==> config.mk <==
export PLATFORM = sky130hd
export DESIGN_NAME = vid_raster_out
export DESIGN_NICKNAME = d
export VERILOG_FILES = /design/src/rtl/vid_pkg.sv /design/src/rtl/vid_axis_ctr.sv /design/src/rtl/vid_bar_gen.sv /design/src/rtl/vid_raster_out.sv
export SDC_FILE = /design/constraint.sdc
export NUM_CORES = 1
export LEC_CHECK = 0
export ABC_AREA = 0
export BUFFER_PORTS_ARGS = -buffer_cell sky130_fd_sc_hd__buf_2
export CAP_MARGIN = 10
export CORE_MARGIN = 2
export CORE_UTILIZATION = 52
export CTS_BUF_LIST = sky130_fd_sc_hd__clkbuf_4 sky130_fd_sc_hd__clkbuf_8 sky130_fd_sc_hd__clkbuf_16
export DETAILED_ROUTE_END_ITERATION = 10
export GPL_TIMING_DRIVEN = 1
export PLACE_DENSITY = 0.72
export SLEW_MARGIN = 20
export SYNTH_ARGS = -nofsm -noshare
export SYNTH_HDL_FRONTEND = slang
export SYNTH_SLANG_ARGS = --single-unit
export TNS_END_PERCENT = 10
==> constraint.sdc <==
create_clock -name clk -period 7.5 [get_ports clk]
set_input_delay 1.875 -clock clk [delete_from_list [all_inputs] [get_ports clk]]
set_output_delay 1.875 -clock clk [all_outputs]
set_load 0.02 [all_outputs]
==> src/rtl/vid_pkg.sv <==
package vid_pkg;

  localparam int CW = 12;
  localparam int PW = CW + 2;
  localparam int BAR_LG = 3;

  typedef logic [CW-1:0] span_t;
  typedef logic [PW-1:0] pos_t;

  typedef struct packed {
    span_t act;
    span_t fp;
    span_t sy;
    span_t bp;
    logic  pol;
  } axis_cfg_t;

  typedef enum logic [1:0] {
    RG_ACT = 2'd0,
    RG_FP  = 2'd1,
    RG_SY  = 2'd2,
    RG_BP  = 2'd3
  } region_e;

  function automatic pos_t axis_total(axis_cfg_t c);
    return pos_t'(c.act) + pos_t'(c.fp) + pos_t'(c.sy) + pos_t'(c.bp);
  endfunction

  function automatic region_e axis_region(pos_t p, axis_cfg_t c);
    pos_t e_act, e_fp, e_sy;
    e_act = pos_t'(c.act);
    e_fp  = e_act + pos_t'(c.fp);
    e_sy  = e_fp + pos_t'(c.sy);
    if (p < e_act)     return RG_ACT;
    else if (p < e_fp) return RG_FP;
    else if (p < e_sy) return RG_SY;
    else               return RG_BP;
  endfunction

  function automatic logic [23:0] bar_rgb(logic [BAR_LG-1:0] b);
    return {{8{~b[1]}}, {8{~b[2]}}, {8{~b[0]}}};
  endfunction

endpackage

==> src/rtl/vid_axis_ctr.sv <==
module vid_axis_ctr
  import vid_pkg::*;
(
  input  logic      clk,
  input  logic      rst_n,
  input  logic      live,
  input  logic      step,
  input  axis_cfg_t cfg,
  output pos_t      pos,
  output logic      last,
  output region_e   region
);

  pos_t total;

  always_comb begin
    total  = axis_total(cfg);
    last   = (pos == total - pos_t'(1));
    region = axis_region(pos, cfg);
  end

  always_ff @(posedge clk or negedge rst_n) begin
    if (!rst_n)    pos <= '0;
    else if (step) pos <= last ? '0 : pos + pos_t'(1);
  end

  // position never leaves the programmed frame
  assert_pos_range_R1: assert property (@(posedge clk) disable iff (!rst_n)
    live |-> (pos < total));

  // a stepped last position returns to zero
  assert_wrap_zero_R1: assert property (@(posedge clk) disable iff (!rst_n)
    (step && last) |=> (pos == '0));

  // no step, no movement
  assert_freeze_R8: assert property (@(posedge clk) disable iff (!rst_n)
    !step |=> $stable(pos));

endmodule

==> src/rtl/vid_bar_gen.sv <==
module vid_bar_gen
  import vid_pkg::*;
(
  input  logic              clk,
  input  logic              rst_n,
  input  logic              step,
  input  logic              line_wrap,
  input  logic              in_act,
  input  span_t             width,
  output logic [BAR_LG:0]   bar
);

  localparam int AW = CW + 1;
  localparam logic [AW-1:0] NBARS = AW'(1 << BAR_LG);

  logic [AW-1:0] acc;
  logic [AW-1:0] acc_inc;
  logic          roll;

  always_comb begin
    acc_inc = acc + NBARS;
    roll    = (acc_inc >= AW'(width));
  end

  always_ff @(posedge clk or negedge rst_n) begin
    if (!rst_n) begin
      acc <= '0;
      bar <= '0;
    end else if (step) begin
      if (line_wrap) begin
        acc <= '0;
        bar <= '0;
      end else if (in_act) begin
        acc <= roll ? acc_inc - AW'(width) : acc_inc;
        bar <= roll ? bar + 1'b1 : bar;
      end
    end
  end

  // visible pixels always map to one of the eight bars
  assert_bar_range_R7: assert property (@(posedge clk) disable iff (!rst_n)
    in_act |-> (bar < (BAR_LG+1)'(1 << BAR_LG)));

endmodule

==> src/rtl/vid_raster_out.sv <==
module vid_raster_out
  import vid_pkg::*;
(
  input  logic          clk,
  input  logic          rst_n,
  input  logic [11:0]   h_act,
  input  logic [11:0]   h_fp,
  input  logic [11:0]   h_sync,
  input  logic [11:0]   h_bp,
  input  logic [11:0]   v_act,
  input  logic [11:0]   v_fp,
  input  logic [11:0]   v_sync,
  input  logic [11:0]   v_bp,
  input  logic          hs_pol,
  input  logic          vs_pol,
  input  logic          test_en,
  input  logic          psave_en,
  input  logic          pix_valid,
  input  logic [23:0]   pix_data,
  output logic          pix_ready,
  output logic          hsync,
  output logic          vsync,
  output logic          de,
  output logic [23:0]   rgb,
  output logic          underflow
);

  axis_cfg_t hcfg_q, vcfg_q;
  logic      primed;
  logic      step_px, step_ln;
  logic      h_last, v_last;
  logic      frame_end, load;
  logic      vis_now, pull, starve;
  pos_t      hpos, vpos;
  region_e   h_reg, v_reg;
  logic [BAR_LG:0] bar;
  logic [23:0]     px_next;

  always_comb begin
    step_px   = primed && !psave_en;
    step_ln   = step_px && h_last;
    frame_end = step_ln && v_last;
    load      = !primed || frame_end;
    vis_now   = (h_reg == RG_ACT) && (v_reg == RG_ACT);
    pull      = step_px && vis_now && !test_en;
    starve    = pull && !pix_valid;
    pix_ready = pull;
  end

  always_ff @(posedge clk or negedge rst_n) begin
    if (!rst_n) primed <= 1'b0;
    else        primed <= 1'b1;
  end

  always_ff @(posedge clk or negedge rst_n) begin
    if (!rst_n) begin
      hcfg_q <= '0;
      vcfg_q <= '0;
    end else if (load) begin
      hcfg_q <= '{act: h_act, fp: h_fp, sy: h_sync, bp: h_bp, pol: hs_pol};
      vcfg_q <= '{act: v_act, fp: v_fp, sy: v_sync, bp: v_bp, pol: vs_pol};
    end
  end

  vid_axis_ctr u_hctr (
    .clk(clk), .rst_n(rst_n), .live(primed), .step(step_px),
    .cfg(hcfg_q), .pos(hpos), .last(h_last), .region(h_reg)
  );

  vid_axis_ctr u_vctr (
    .clk(clk), .rst_n(rst_n), .live(primed), .step(step_ln),
    .cfg(vcfg_q), .pos(vpos), .last(v_last), .region(v_reg)
  );

  vid_bar_gen u_bars (
    .clk(clk), .rst_n(rst_n), .step(step_px),
    .line_wrap(step_px && h_last), .in_act(h_reg == RG_ACT),
    .width(hcfg_q.act), .bar(bar)
  );

  always_comb begin
    if (!vis_now)       px_next = '0;
    else if (test_en)   px_next = bar_rgb(bar[BAR_LG-1:0]);
    else if (pix_valid) px_next = pix_data;
    else                px_next = '0;
  end

  always_ff @(posedge clk or negedge rst_n) begin
    if (!rst_n) begin
      hsync     <= 1'b0;
      vsync     <= 1'b0;
      de        <= 1'b0;
      rgb       <= '0;
      underflow <= 1'b0;
    end else if (primed) begin
      if (psave_en) begin
        hsync <= ~hcfg_q.pol;
        vsync <= ~vcfg_q.pol;
        de    <= 1'b0;
        rgb   <= '0;
      end else begin
        hsync     <= (h_reg == RG_SY) ? hcfg_q.pol : ~hcfg_q.pol;
        vsync     <= (v_reg == RG_SY) ? vcfg_q.pol : ~vcfg_q.pol;
        de        <= vis_now;
        rgb       <= px_next;
        underflow <= underflow || starve;
      end
    end
  end

  // shadow geometry only moves at a load point
  assert_cfg_hold_R4: assert property (@(posedge clk) disable iff (!rst_n)
    !load |=> ($stable(hcfg_q) && $stable(vcfg_q)));

  // blanked output is black
  assert_blank_black_R2: assert property (@(posedge clk) disable iff (!rst_n)
    !de |-> (rgb == '0));

  // starvation flag never falls
  assert_uf_sticky_R6: assert property (@(posedge clk) disable iff (!rst_n)
    underflow |=> underflow);

  // test mode never pulls from upstream
  assert_test_no_pull_R7: assert property (@(posedge clk) disable iff (!rst_n)
    test_en |-> !pix_ready);

  // power-save idles the pixel outputs
  assert_psave_idle_R8: assert property (@(posedge clk) disable iff (!rst_n)
    (psave_en && primed) |=> (!de && rgb == '0));

endmodule

Word level (Yosys, flattened, before mapping):

Cells that the tools add are included.

* register bits: 172
* logic and storage cells: 93

* add/sub/neg operators: 13
* $lt $le $gt $ge: 7
* equality and inequality tests: 4
* muxes and demuxes: 23
* bitwise operators: 6
* reduce and logical (&&, ||, !) cells: 20

Operators by type and width (number)
* $mux 24: 4
* $lt 14x14->1: 4
* $mux 13: 3
* $add 13x12->14: 2
* $add 14x1->14 const B: 2
* $add 14x12->14: 2
* $eq 14x14->1: 2
* $lt 14x12->1: 2
* $mux 14: 2
* $sub 14x1->14 const B: 2
* $add 12x12->13: 2
* $add 13x4->13 const B: 1
* $ge 13x12->1: 1
* $sub 13x12->13: 1
* $mux 4: 3
* $mux 2: 4
* $logic_and 1x1->1: 7
* $mux 1: 7
* $not 1->1: 6
* $add 4x1->4 const B: 1
* $eq 2x2->1 const B: 2
* $logic_not 1->1: 4
* $logic_not 2->1: 2
* $reduce_and 2->1: 2
* 3 further kinds: 5

Depth between registers and ports, before layout:

Gate-level depths: netlist of the first run.

* word-level depth: 12
* mapped depth: 32

Hierarchy:

From an unflattened synthesis of the first run, not the netlist that was laid out.

* cells, all modules: 1458
* area, all modules: 13944.6 um^2

Modules (own cells, without submodules)
* vid_raster_out: times used 1, cells an instance 341, area each 4948.5 um^2
* vid_axis_ctr (u_vctr): times used 1, cells an instance 456, area each 3666.0 um^2
* vid_axis_ctr (u_hctr): times used 1, cells an instance 431, area each 3525.9 um^2
* vid_bar_gen: times used 1, cells an instance 230, area each 1804.2 um^2

Worst setup path before layout of the first run:

Ideal clock, no wire load.

* path kind: register to register
* start point: reg vcfg_q[26] (netlist name)
* end point: reg hcfg_q[1] (netlist name)
* setup time: 0.127 ns
* data arrival time: 5.926 ns
* required time: 7.373 ns
* setup slack: 1.446 ns
* stages on the path, launching flop included: 29
* period minus slack after synthesis: 6.054 ns
* path through: dfrtp_1 ha_1 a21o_1 a21oi_1 o21bai_1 a21oi_1 nor2b_1 o21a_1 o21a_1 o21a_1 o41a_1 xor2_1 ha_1 and3_1 a311oi_1 o21ai_0 xor2_1 ha_1 nor2_1 mux2_2 a311oi_1 o311ai_0 xor2_1 xnor2_1 or2_1 o21ai_4 buf_6 buf_8 mux2_1

* longest elaborated chain between the ends: 7

RTL lines
* start, declared: line vid_raster_out.sv:28 `axis_cfg_t hcfg_q, vcfg_q;`
* start signal, assigned: line vid_raster_out.sv:61 `vcfg_q <= '{act: v_act, fp: v_fp, sy: v_sync, bp: v_bp, pol: vs_pol};`
* $add 12x12->13: line vid_pkg.sv:26 `return pos_t'(c.act) + pos_t'(c.fp) + pos_t'(c.sy) + pos_t'(c.bp);`
* $add 13x12->14: line vid_pkg.sv:26
* $add 14x12->14: line vid_pkg.sv:26
* $sub 14x1->14: line vid_axis_ctr.sv:18 `last = (pos == total - pos_t'(1));`
* $eq 14x14->1: line vid_axis_ctr.sv:18
* $logic_and 1x1->1: line vid_raster_out.sv:42 `frame_end = step_ln && v_last;`
* $logic_or 1x1->1: line vid_raster_out.sv:43 `load = !primed || frame_end;`
* end signal, assigned: line vid_raster_out.sv:60 `hcfg_q <= '{act: h_act, fp: h_fp, sy: h_sync, bp: h_bp, pol: hs_pol};`
* end, declared: line vid_raster_out.sv:28

Every way passes these cells.
A chain may end at the register's enable or synchronous reset.

Worst setup path in the final report of the first run:

* start point: reg vcfg_q[26] (netlist name)
* end point: reg hcfg_q[30] (netlist name)

Same word-level chain as after synthesis.

==> metrics.csv, run 1 <==
metric,value,unit
Ports,156,
crit share post-route,90.9,%
synthesis-stage register bit count,171,
final wirelength,31900,um
Peak VDD IR,0.000211,V
post-route setup TNS,0,ns
"Hold-fix buffers, CTS",0,
crit path kind,flip-flop to flip-flop,
cell taking the most area after synthesis,dfrtp_1,
Worst Path Required,7.82,ns
placed cell areas,0.0146,sq mm
unrepaired setup endpoints after global routing,false,
synth-to-layout area growth,12.2,%
Post-CTS Setup Bufs,0,
nets,1899,
PostCTS Resize Cnt,0,
"Cell Count, Final, Fillers Out",1929,
post-DR vias/cell,5.68,
Synth Flop Type,dfrtp_1,
clk slew on worst S/H paths,0.08,ns
Routed Antenna Nets,0,
worst skew pair latency,0.43,ns
"Hold Vio Cnt, Final",0,
CTS tree,yes,
maxcap violations,0,
initial antenna violation count,0,
PwrDens,356,mW/mm^2
Least-Margin Pin Slew,0.879,ns
Slew HR,41.4,%
WL per Instance,16.5,um
first-pass GRT wire length,52200,um
HP Class,flip-flop to flip-flop,
synth top area cells,"dfrtp_1 32%, ha_1 17%, mux2_2 6.9%",
Worst Path Arrival,7.14,ns
final antenna diode count,0,
Multi-input gate area,0.00840,sq mm
CP Capture Type,flip-flop,
count of final setup violators,0,
Yosys top cell area share,31.8,%
DP Cell Count,1898,
sequential share of the synthesized area,31.8,%
Core Region,0.0253,sq mm
"commonest non-fill, non-tap cell in the layout",ha_1,
Initial Utilization,53.2,%
worst reg2reg startpoint,vcfg_q[26],
total grt overflow,0,
All-Layer GR Usage,24.1,%
post-DP HPWL,24600,um
Syn Area/Cell,9.40,sq um
R2R setup slack,0.68,ns
"EDFF count, synth",0,
post-synth design cell area,0.0135,sq mm
"commonest cells after routing, fill and taps aside","178 x ha_1, 171 x dfrtp_1, 168 x inv_1, 154 x buf_2, 96 x a21oi_1",
Initial DRT Pass Iterations,5,
Post-Syn Nets,1746,
post-synth cell types,70,
number of global-route vias before repair,10500,
CP Launch Type,flip-flop,
Critical path origin,vcfg_q[26],
min cycle time layout,6.82,ns
Async SR Flop Fraction,100,%
P_leak,7.51,nW
worst reg2reg endpoint,hcfg_q[30],
result of the run,"finished, final reports clean",
die area,0.0272,sq mm
largest net degree at the start of global routing,111,
FP Rows,58,
Die Span Y,165,um
Post-Synthesis Cells,1434,
Crit Path Max Fanout,36,
clk sink count,171,
Reg area,0.00428,sq mm
Fmax achieved,0.147,GHz
drt drc,0,
Fin Hold WS,0.489,ns
fillcell total,2186,
design area,0.0151,sq mm
gpl congestion,0.906,
share of cells above drive strength 1,18.0,%
Setup Skew,0.0156,ns
die width,165,um
max-slew violation count,0,
r2r worst-path depth,27,
CP Capture Point,hcfg_q[30],
clk root buf,clkbuf_16,
H-tree Lvls,4,
maximum clock path buffer count,2,
vias post-DR,11000,
synth warn,0,
iteration-0 DRC count of the detailed router,753,
CTS Buf Count,17,
Port Buf Inserts,155,
==> registers in the layout, indices dropped and copies added, names as in the netlist, 3 cells and up <==
register    cells
u_vctr.pos     14
u_hctr.pos     14
u_bars.acc     13
u_bars.bar      3
vcfg_q         49
rgb            24
hcfg_q         49
==> worst max-delay path: stages (launching register included) <==
cell,delay (ns)
dfrtp_1,0.41
ha_1,0.30
a21o_1,0.18
a21oi_1,0.21
o21bai_1,0.09
a21oi_1,0.23
nor2b_1,0.07
o21a_1,0.19
o21a_1,0.17
o21a_1,0.18
o41a_1,0.37
xor2_1,0.16
ha_1,0.34
and3_1,0.23
a311oi_1,0.26
o21ai_0,0.25
xor2_1,0.25
ha_1,0.39
nor2_1,0.05
mux2_2,0.25
a311oi_1,0.20
o311ai_0,0.20
xor2_1,0.19
xnor2_1,0.18
or2_1,0.31
o21ai_4,0.18
buf_4,0.43
mux2_2,0.40
==> synth_stat cells (7+ instances only) <==
master / instances
ha_1: 178
dfrtp_1: 171
inv_1: 168
a21oi_1: 96
nor2_1: 86
mux2_2: 82
xnor2_1: 70
o21ai_0: 61
nand2_1: 47
xor2_1: 47
a21o_1: 41
nor3_1: 34
nand3_1: 29
nand2b_1: 26
o22ai_1: 26
mux2_1: 20
and3_1: 19
clkbuf_1: 18
nor2b_1: 17
o21a_1: 17
nand4_1: 14
nor4_1: 12
a211oi_1: 10
o21bai_1: 8
o2bb2ai_1: 8
o31ai_1: 8
buf_4: 7
fa_1: 7
or3_1: 7
==> metrics by stage <==
step	setup WS [ns]	utilization (%)	total power, mW
2_1_floorplan	1.45	-	3.78
3_3_place_gp	0.809	57.6	4.38
3_5_place_dp	0.758	57.6	4.49
4_1_cts	0.709	59.7	5.35
5_1_grt	0.0818	59.7	5.87
6_report	0.684	59.7	5.38
==> final cells by class <==
class                      count  area share (%)
tap                          330            2.73
clock inverter                13           0.728
timing repair buffer         163            5.67
sequential                   171            28.3
inverter                     168            4.17
clock buffer                  18            2.86
multi-input combinational   1066            55.5
==> cell families (layout without fill, tap and decap cells) <==
group	after synthesis	count (layout)	share of synthesized area (%)
fa+ha+maj	185	185	17.6
mux	106	106	8.82
buf+inv	197	362	5.91
flops	171	171	31.8
compound gates	337	337	16.2
xor+xnor	118	118	7.77
simple gates	319	319	12.0
other cells	1	1	0.0278
==> worst min path at each step <==
| stage | startpoint | endpoint | slack, ns | depth (start not counted) |
|---|---|---|---|---|
| floorplan | hcfg_q[1] | hcfg_q[1] | 0.46 | 1 |
| global placement | underflow | underflow | 0.46 | 2 |
| detailed placement | hcfg_q[6] | hcfg_q[6] | 0.48 | 1 |
| CTS | hcfg_q[6] | hcfg_q[6] | 0.49 | 1 |
| global route | hcfg_q[5] | hcfg_q[5] | 0.52 | 1 |
| finish | hcfg_q[6] | hcfg_q[6] | 0.49 | 1 |
==> metal layers <==
layer  up-vias  routed length (um)  track usage (%)
met4         0                 614             6.80
met2       299               14300             38.1
li1       5406                   -                -
met1      5205               15400             34.6
met5         -                   0                0
met3        41                1560             3.09
==> power by group <==
group | internal [mW] | switching, mW | total [mW] | leakage (nW)
Combinational | 1.51 | 1.95 | 3.46 | 5.12
Sequential | 0.996 | 0.0940 | 1.09 | 2.13
Clock | 0.434 | 0.399 | 0.833 | 0.257
Note: power is estimated with default switching activity, not from simulation.
==> run 2: changes to the inputs <==
--- a/config.mk
+++ b/config.mk
@@ -8,14 +8,15 @@
 export ABC_AREA = 0
 export BUFFER_PORTS_ARGS = -buffer_cell sky130_fd_sc_hd__buf_2
 export CAP_MARGIN = 10
-export CORE_MARGIN = 2
-export CORE_UTILIZATION = 52
+export CORE_MARGIN = 5
+export CORE_UTILIZATION = 55
 export CTS_BUF_LIST = sky130_fd_sc_hd__clkbuf_4 sky130_fd_sc_hd__clkbuf_8 sky130_fd_sc_hd__clkbuf_16
 export DETAILED_ROUTE_END_ITERATION = 10
 export GPL_TIMING_DRIVEN = 1
-export PLACE_DENSITY = 0.72
+export PLACE_DENSITY = 0.76
 export SLEW_MARGIN = 20
 export SYNTH_ARGS = -nofsm -noshare
 export SYNTH_HDL_FRONTEND = slang
+export SYNTH_HIERARCHICAL = 1
 export SYNTH_SLANG_ARGS = --single-unit
 export TNS_END_PERCENT = 10
==> run 2 against run 1 <==
Cell count is 1.7% higher. Critical path depth decreased by 2. Clock skew fell by 0.0040 ns. Final area increased by 4.9%. Clock-buffer cell count rose by 3. Synthesized area is 3.0% higher. Sequential power rose by 11%. Largest power group unchanged. Highest routed layer unchanged.
==> metrics.csv, run 2 <==
metric,value,unit,change
All-Layer GR Usage,23.7,%,-0.32 points
clk slew on worst S/H paths,0.07,ns,about the same
fillcell total,2071,,-5.3%
CP Capture Type,primary output,,
slowest CP cell,or3_4,,
Port Buf Inserts,155,,unchanged
unrepaired setup endpoints after global routing,true,,
iteration-0 DRC count of the detailed router,637,,-15%
total grt overflow,0,,unchanged
final wirelength,33600,um,+5.4%
worst skew pair latency,0.43,ns,about the same
Final Util,63.4,%,+3.7 points
post-DP HPWL,25700,um,+4.1%
HP Class,flip-flop to flip-flop,,
Fin Hold WS,0.480,ns,-0.00864 ns
Syn Area/Cell,9.57,sq um,+1.9%
share of cells above drive strength 1,22.0,%,+4.0 points
vias post-DR,11400,,+3.8%
"Hold-fix buffers, CTS",0,,unchanged
Routed Antenna Nets,0,,unchanged
maxcap violations,0,,unchanged
Least-Margin Pin Slew,1.08,ns,+0.203 ns
Multi-input gate area,0.00894,sq mm,+6.5%
CTS tree,yes,,
CP Launch Type,flip-flop,,
Post-Synthesis Cells,1450,,+1.1%
max incr delay on CP,0.37,ns,-0.06 ns
P_leak,7.71,nW,+2.6%
"commonest cells after routing, fill and taps aside","171 x dfrtp_1, 171 x ha_1, 160 x inv_1, 153 x buf_2, 85 x a21oi_1",,
number of global-route vias before repair,11800,,+13%
Setup Skew,0.0116,ns,-0.00400 ns
Top Registers,"hcfg_q x49, vcfg_q x49, rgb x24",,
min cycle time layout,7.35,ns,+0.535 ns
post-route setup TNS,0,ns,unchanged
Overall Power,6.68,mW,+24%
Reg area,0.00428,sq mm,unchanged
clk sink count,171,,unchanged
Die Span Y,169,um,+2.4%
first-pass GRT wire length,56300,um,+7.9%
synth warn,6,,+6
Core Region,0.0250,sq mm,-1.1%
maximum clock path buffer count,2,,unchanged
"Hold Vio Cnt, Final",0,,unchanged
clk root buf,clkbuf_16,,
crit path kind,flip-flop to primary output,,
crit share post-route,98.0,%,+7.1 points
post-synth design cell area,0.0139,sq mm,+3.0%
count of final setup violators,0,,unchanged
post-DR vias/cell,5.80,,+2.1%
initial antenna violation count,1,,+1
FP Rows,58,,unchanged
Worst Path Required,5.62,ns,-2.20 ns
Slew HR,27.9,%,-14 points
PwrDens,421,mW/mm^2,+18%
Initial Utilization,55.5,%,+2.2 points
Initial DRT Pass Iterations,5,,unchanged
Post-Syn Nets,1757,,+0.63%
Critical path origin,vcfg_q[37],,
Fmax achieved,0.136,GHz,-7.3%
Worst Path Arrival,5.48,ns,-1.66 ns
worst reg2reg startpoint,vcfg_q[27],,
H-tree Lvls,4,,unchanged
max-slew violation count,0,,unchanged
nets,1925,,+1.4%
Worst Hold Launch,underflow,,
Ports,156,,unchanged
gpl congestion,0.900,,-0.67%
drt drc,0,,unchanged
largest net degree at the start of global routing,85,,-23%
Crit Path Max Fanout,6,,-83%
WL per Instance,17.1,um,+3.7%
Peak VDD IR,0.000247,V,+17%
CTS Buf Count,17,,unchanged
die width,169,um,+2.4%
synth-to-layout area growth,14.3,%,
die area,0.0285,sq mm,+4.8%
result of the run,"finished, final reports clean",,
## run 2: stage by stage
step           setup WS [ns]  cell area [sq um]  instances
4_1_cts               0.0337              15800       1958
3_3_place_gp           0.213              15000       1916
5_1_grt               -0.132              15900       1962
3_5_place_dp          0.0444              15000       1916
6_report               0.149              15900       1962
2_1_floorplan          0.350              13900       1450
## run 2: final timing paths
kind                                 end  slack (ns)  cells past startpoint
setup / recovery               pix_ready        0.15                     25
hold / removal                 underflow        0.48                      1
setup reg to reg              vcfg_q[35]        0.42                     27
hold reg to reg                underflow        0.48                      1
max in group asynchronous  u_vctr/pos[0]        4.77                      2
min in group asynchronous     vcfg_q[31]        1.50                      1
## run 2: timing repair
| item | in CTS | in global routing |
|---|---|---|
| setup endpoints to repair | 1 | 109 |
| setup buffers | 10 | 3 |
| gates resized for setup | 20 | 18 |
| pin swaps | 23 | 12 |
## run 2: layout make-up
type / instances / share of cell area (%)
clock buffers: 21 / 2.99
clock inverters: 11 / 0.702
well taps: 330 / 2.60
multi-input cells: 1082 / 56.4
inverters: 162 / 3.83
diodes: 1 / 0.0158
repair buffers: 184 / 6.50
flip-flops and latches: 171 / 27.0
## run 2: power by group
part / internal, mW / switching, mW
combinational: 1.99 / 2.59
sequential: 1.05 / 0.158
clock: 0.493 / 0.391
total: 3.54 / 3.14
## run 2: worst max-delay path: cells and delay by family, from the launching register on
family                   cells  cell delay (ns)
buffers and inverters        2             0.16
XOR/XNOR                     2             0.44
AND/OR/NAND/NOR              6             1.03
flip-flops                   1             0.36
AO/OA/AOI/OAI                9             1.37
adder cells (fa/ha/maj)      6             1.70
## run 2: per-layer routing
metal	up-vias	wire length, um	GRT usage [%]
met5	-	0	0
met4	0	940	7.87
met3	70	1240	3.53
met2	277	17200	43.0
met1	5475	14300	28.9
li1	5548	-	-
==> run 3: changes to the inputs <==
==> constraint.sdc (replaced) <==
create_clock -name clk -period 7.5 [get_ports clk]
set_input_delay 1.875 -clock clk [delete_from_list [all_inputs] [get_ports clk]]
set_output_delay 1.875 -clock clk [all_outputs]
set_load 0.01 [all_outputs]
==> run 3 against run 2 <==
The run now ends with setup timing left. Utilization increased by 0.32 points. Setup slack got worse by 0.26 ns. Die area did not move. Final area is 0.50% higher. Flip-flop and latch count stayed put. Sequential power is essentially flat. First-iteration DRC count is 29% higher. Critical path depth is the same.
==> metrics.csv, run 3 (synthesis results as in run 2) <==
metric,value,unit,change
nets,1933,,+0.42%
placed cell areas,0.0150,sq mm,unchanged
r2r worst-path depth,27,,unchanged
vias post-DR,11600,,+1.8%
Worst Path Arrival,5.73,ns,+0.25 ns
HP Class,flip-flop to flip-flop,,
P_leak,7.75,nW,+0.52%
clock network power share,12.9,%,-0.3 points
Initial DRT Pass Iterations,5,,unchanged
Initial Utilization,55.5,%,unchanged
final wirelength,34400,um,+2.4%
Switching Share,47.2,%,+0.25 points
CTS tree,yes,,
Critical Path Stages,25,,unchanged
initial antenna violation count,1,,unchanged
Gate power share,69.2,%,+0.6 points
"commonest cells after routing, fill and taps aside","171 x dfrtp_1, 169 x ha_1, 161 x inv_1, 154 x buf_2, 84 x a21oi_1",,
gpl congestion,0.909,,+1.0%
min cycle time layout,7.61,ns,+0.257 ns
maxcap violations,0,,unchanged
number of global-route vias before repair,11800,,-0.65%
"commonest non-fill, non-tap cell in the layout",dfrtp_1,,
share of cells above drive strength 1,22.7,%,+0.69 points
Worst Path Required,5.62,ns,about the same
CP Launch Type,flip-flop,,
iteration-0 DRC count of the detailed router,819,,+29%
hold path cells,1,,unchanged
die area,0.0285,sq mm,unchanged
PwrDens,423,mW/mm^2,+0.44%
maximum clock path buffer count,2,,unchanged
Final Util,63.7,%,+0.32 points
PnR worst setup slack,-0.108,ns,-0.257 ns
synth-to-layout area growth,14.8,%,
Setup Skew,0.0151,ns,+0.00353 ns
Top Registers,"hcfg_q x49, vcfg_q x49, rgb x24",,
design area,0.0159,sq mm,+0.50%
FP Rows,58,,unchanged
"Hold Vio Cnt, Final",0,,unchanged
max-slew violation count,0,,unchanged
CTS Buf Count,17,,unchanged
crit share post-route,101,%,+3.4 points
Flop pwr share,18.0,%,about the same
first-pass GRT wire length,56000,um,-0.55%
Peak VDD IR,0.000280,V,+13%
max incr delay on CP,0.55,ns,+0.18 ns
count of final setup violators,1,,+1
post-DP HPWL,25500,um,-0.47%
Slew HR,21.3,%,-6.6 points
drt drc,0,,unchanged
unrepaired setup endpoints after global routing,true,,
Least-Margin Pin Slew,1.18,ns,+0.0984 ns
All-Layer GR Usage,23.7,%,-0.060 points
critical path's top delay family,adder cells,,
Crit Path Max Fanout,2,,-4
Ports,156,,unchanged
largest net degree at the start of global routing,111,,+31%
Fmax achieved,0.131,GHz,-3.4%
Internal,3.56,mW,+0.47%
Core Region,0.0250,sq mm,unchanged
result of the run,"finished, violations left",,
slowest CP cell,fa_2,,
H-tree Lvls,4,,unchanged
clk root buf,clkbuf_16,,
failing checks,setup timing,,
switching power total,3.18,mW,+1.5%
Port Buf Inserts,155,,unchanged
crit path kind,flip-flop to primary output,,
Routed Antenna Nets,0,,unchanged
die width,169,um,unchanged
post-DR vias/cell,5.87,,+1.3%
crit path buf inv count,3,,+1
CP Capture Type,primary output,,
total grt overflow,0,,unchanged
Die Span Y,169,um,unchanged
clk sink count,171,,unchanged
worst skew pair latency,0.43,ns,about the same
clk slew on worst S/H paths,0.07,ns,about the same
WL per Instance,17.5,um,+2.0%
"Hold-fix buffers, CTS",0,,unchanged
==> run 3: worst paths after layout <==
path	slack (ns)	to	start
max	-0.11	pix_ready	vcfg_q[37]
min	0.48	underflow	underflow
max reg2reg	0.49	vcfg_q[32]	vcfg_q[39]
min reg2reg	0.48	underflow	underflow
max in group asynchronous	4.57	u_vctr/pos[8]	rst_n
min in group asynchronous	1.57	vcfg_q[40]	rst_n
==> run 3: stage by stage <==
stage	setup TNS, ns	power (mW)	hold WS (ns)	instances	worst slack, ns
floorplan	0	4.75	0.458	1450	0.472
global placement	0	5.48	0.457	1916	0.255
detailed placement	0	5.62	0.458	1916	0.177
CTS	0	6.61	0.480	1961	0.0404
global route	-0.525	7.30	0.509	1970	-0.328
finish	-0.108	6.74	0.478	1970	-0.108
==> run 3: layout make-up <==
cell class,count,area [sq um]
well taps,330,413
inverters,162,608
fillers,2038,9090
diodes,1,2.50
multi-input cells,1082,8970
clock buffers,18,433
repair buffers,192,1100
clock inverters,14,136
flip-flops and latches,171,4280
==> run 3: per-layer routing <==
metal	GRT usage, %	routed length, um	vias up
met3	3.71	1500	85
met1	28.1	14100	5587
met2	43.3	17700	341
met4	8.43	1130	0
li1	-	-	5557
met5	0	0	-
==> run 3: power by group through the flow <==
stage | clock, mW | sequential (mW) | combinational (mW)
2_1_floorplan | 0 | 1.18 | 3.57
3_3_place_gp | 0 | 1.22 | 4.27
3_5_place_dp | 0 | 1.23 | 4.39
4_1_cts | 0.888 | 1.21 | 4.51
5_1_grt | 0.926 | 1.23 | 5.15
6_report | 0.869 | 1.21 | 4.66
==> run 3: repair_timing <==
| action | CTS | global route |
|---|---|---|
| endpoints found under the setup margin | 1 | 104 |
| resized for setup | 24 | 15 |
| pin swaps | 12 | 12 |
| setup buffers | 13 | 8 |
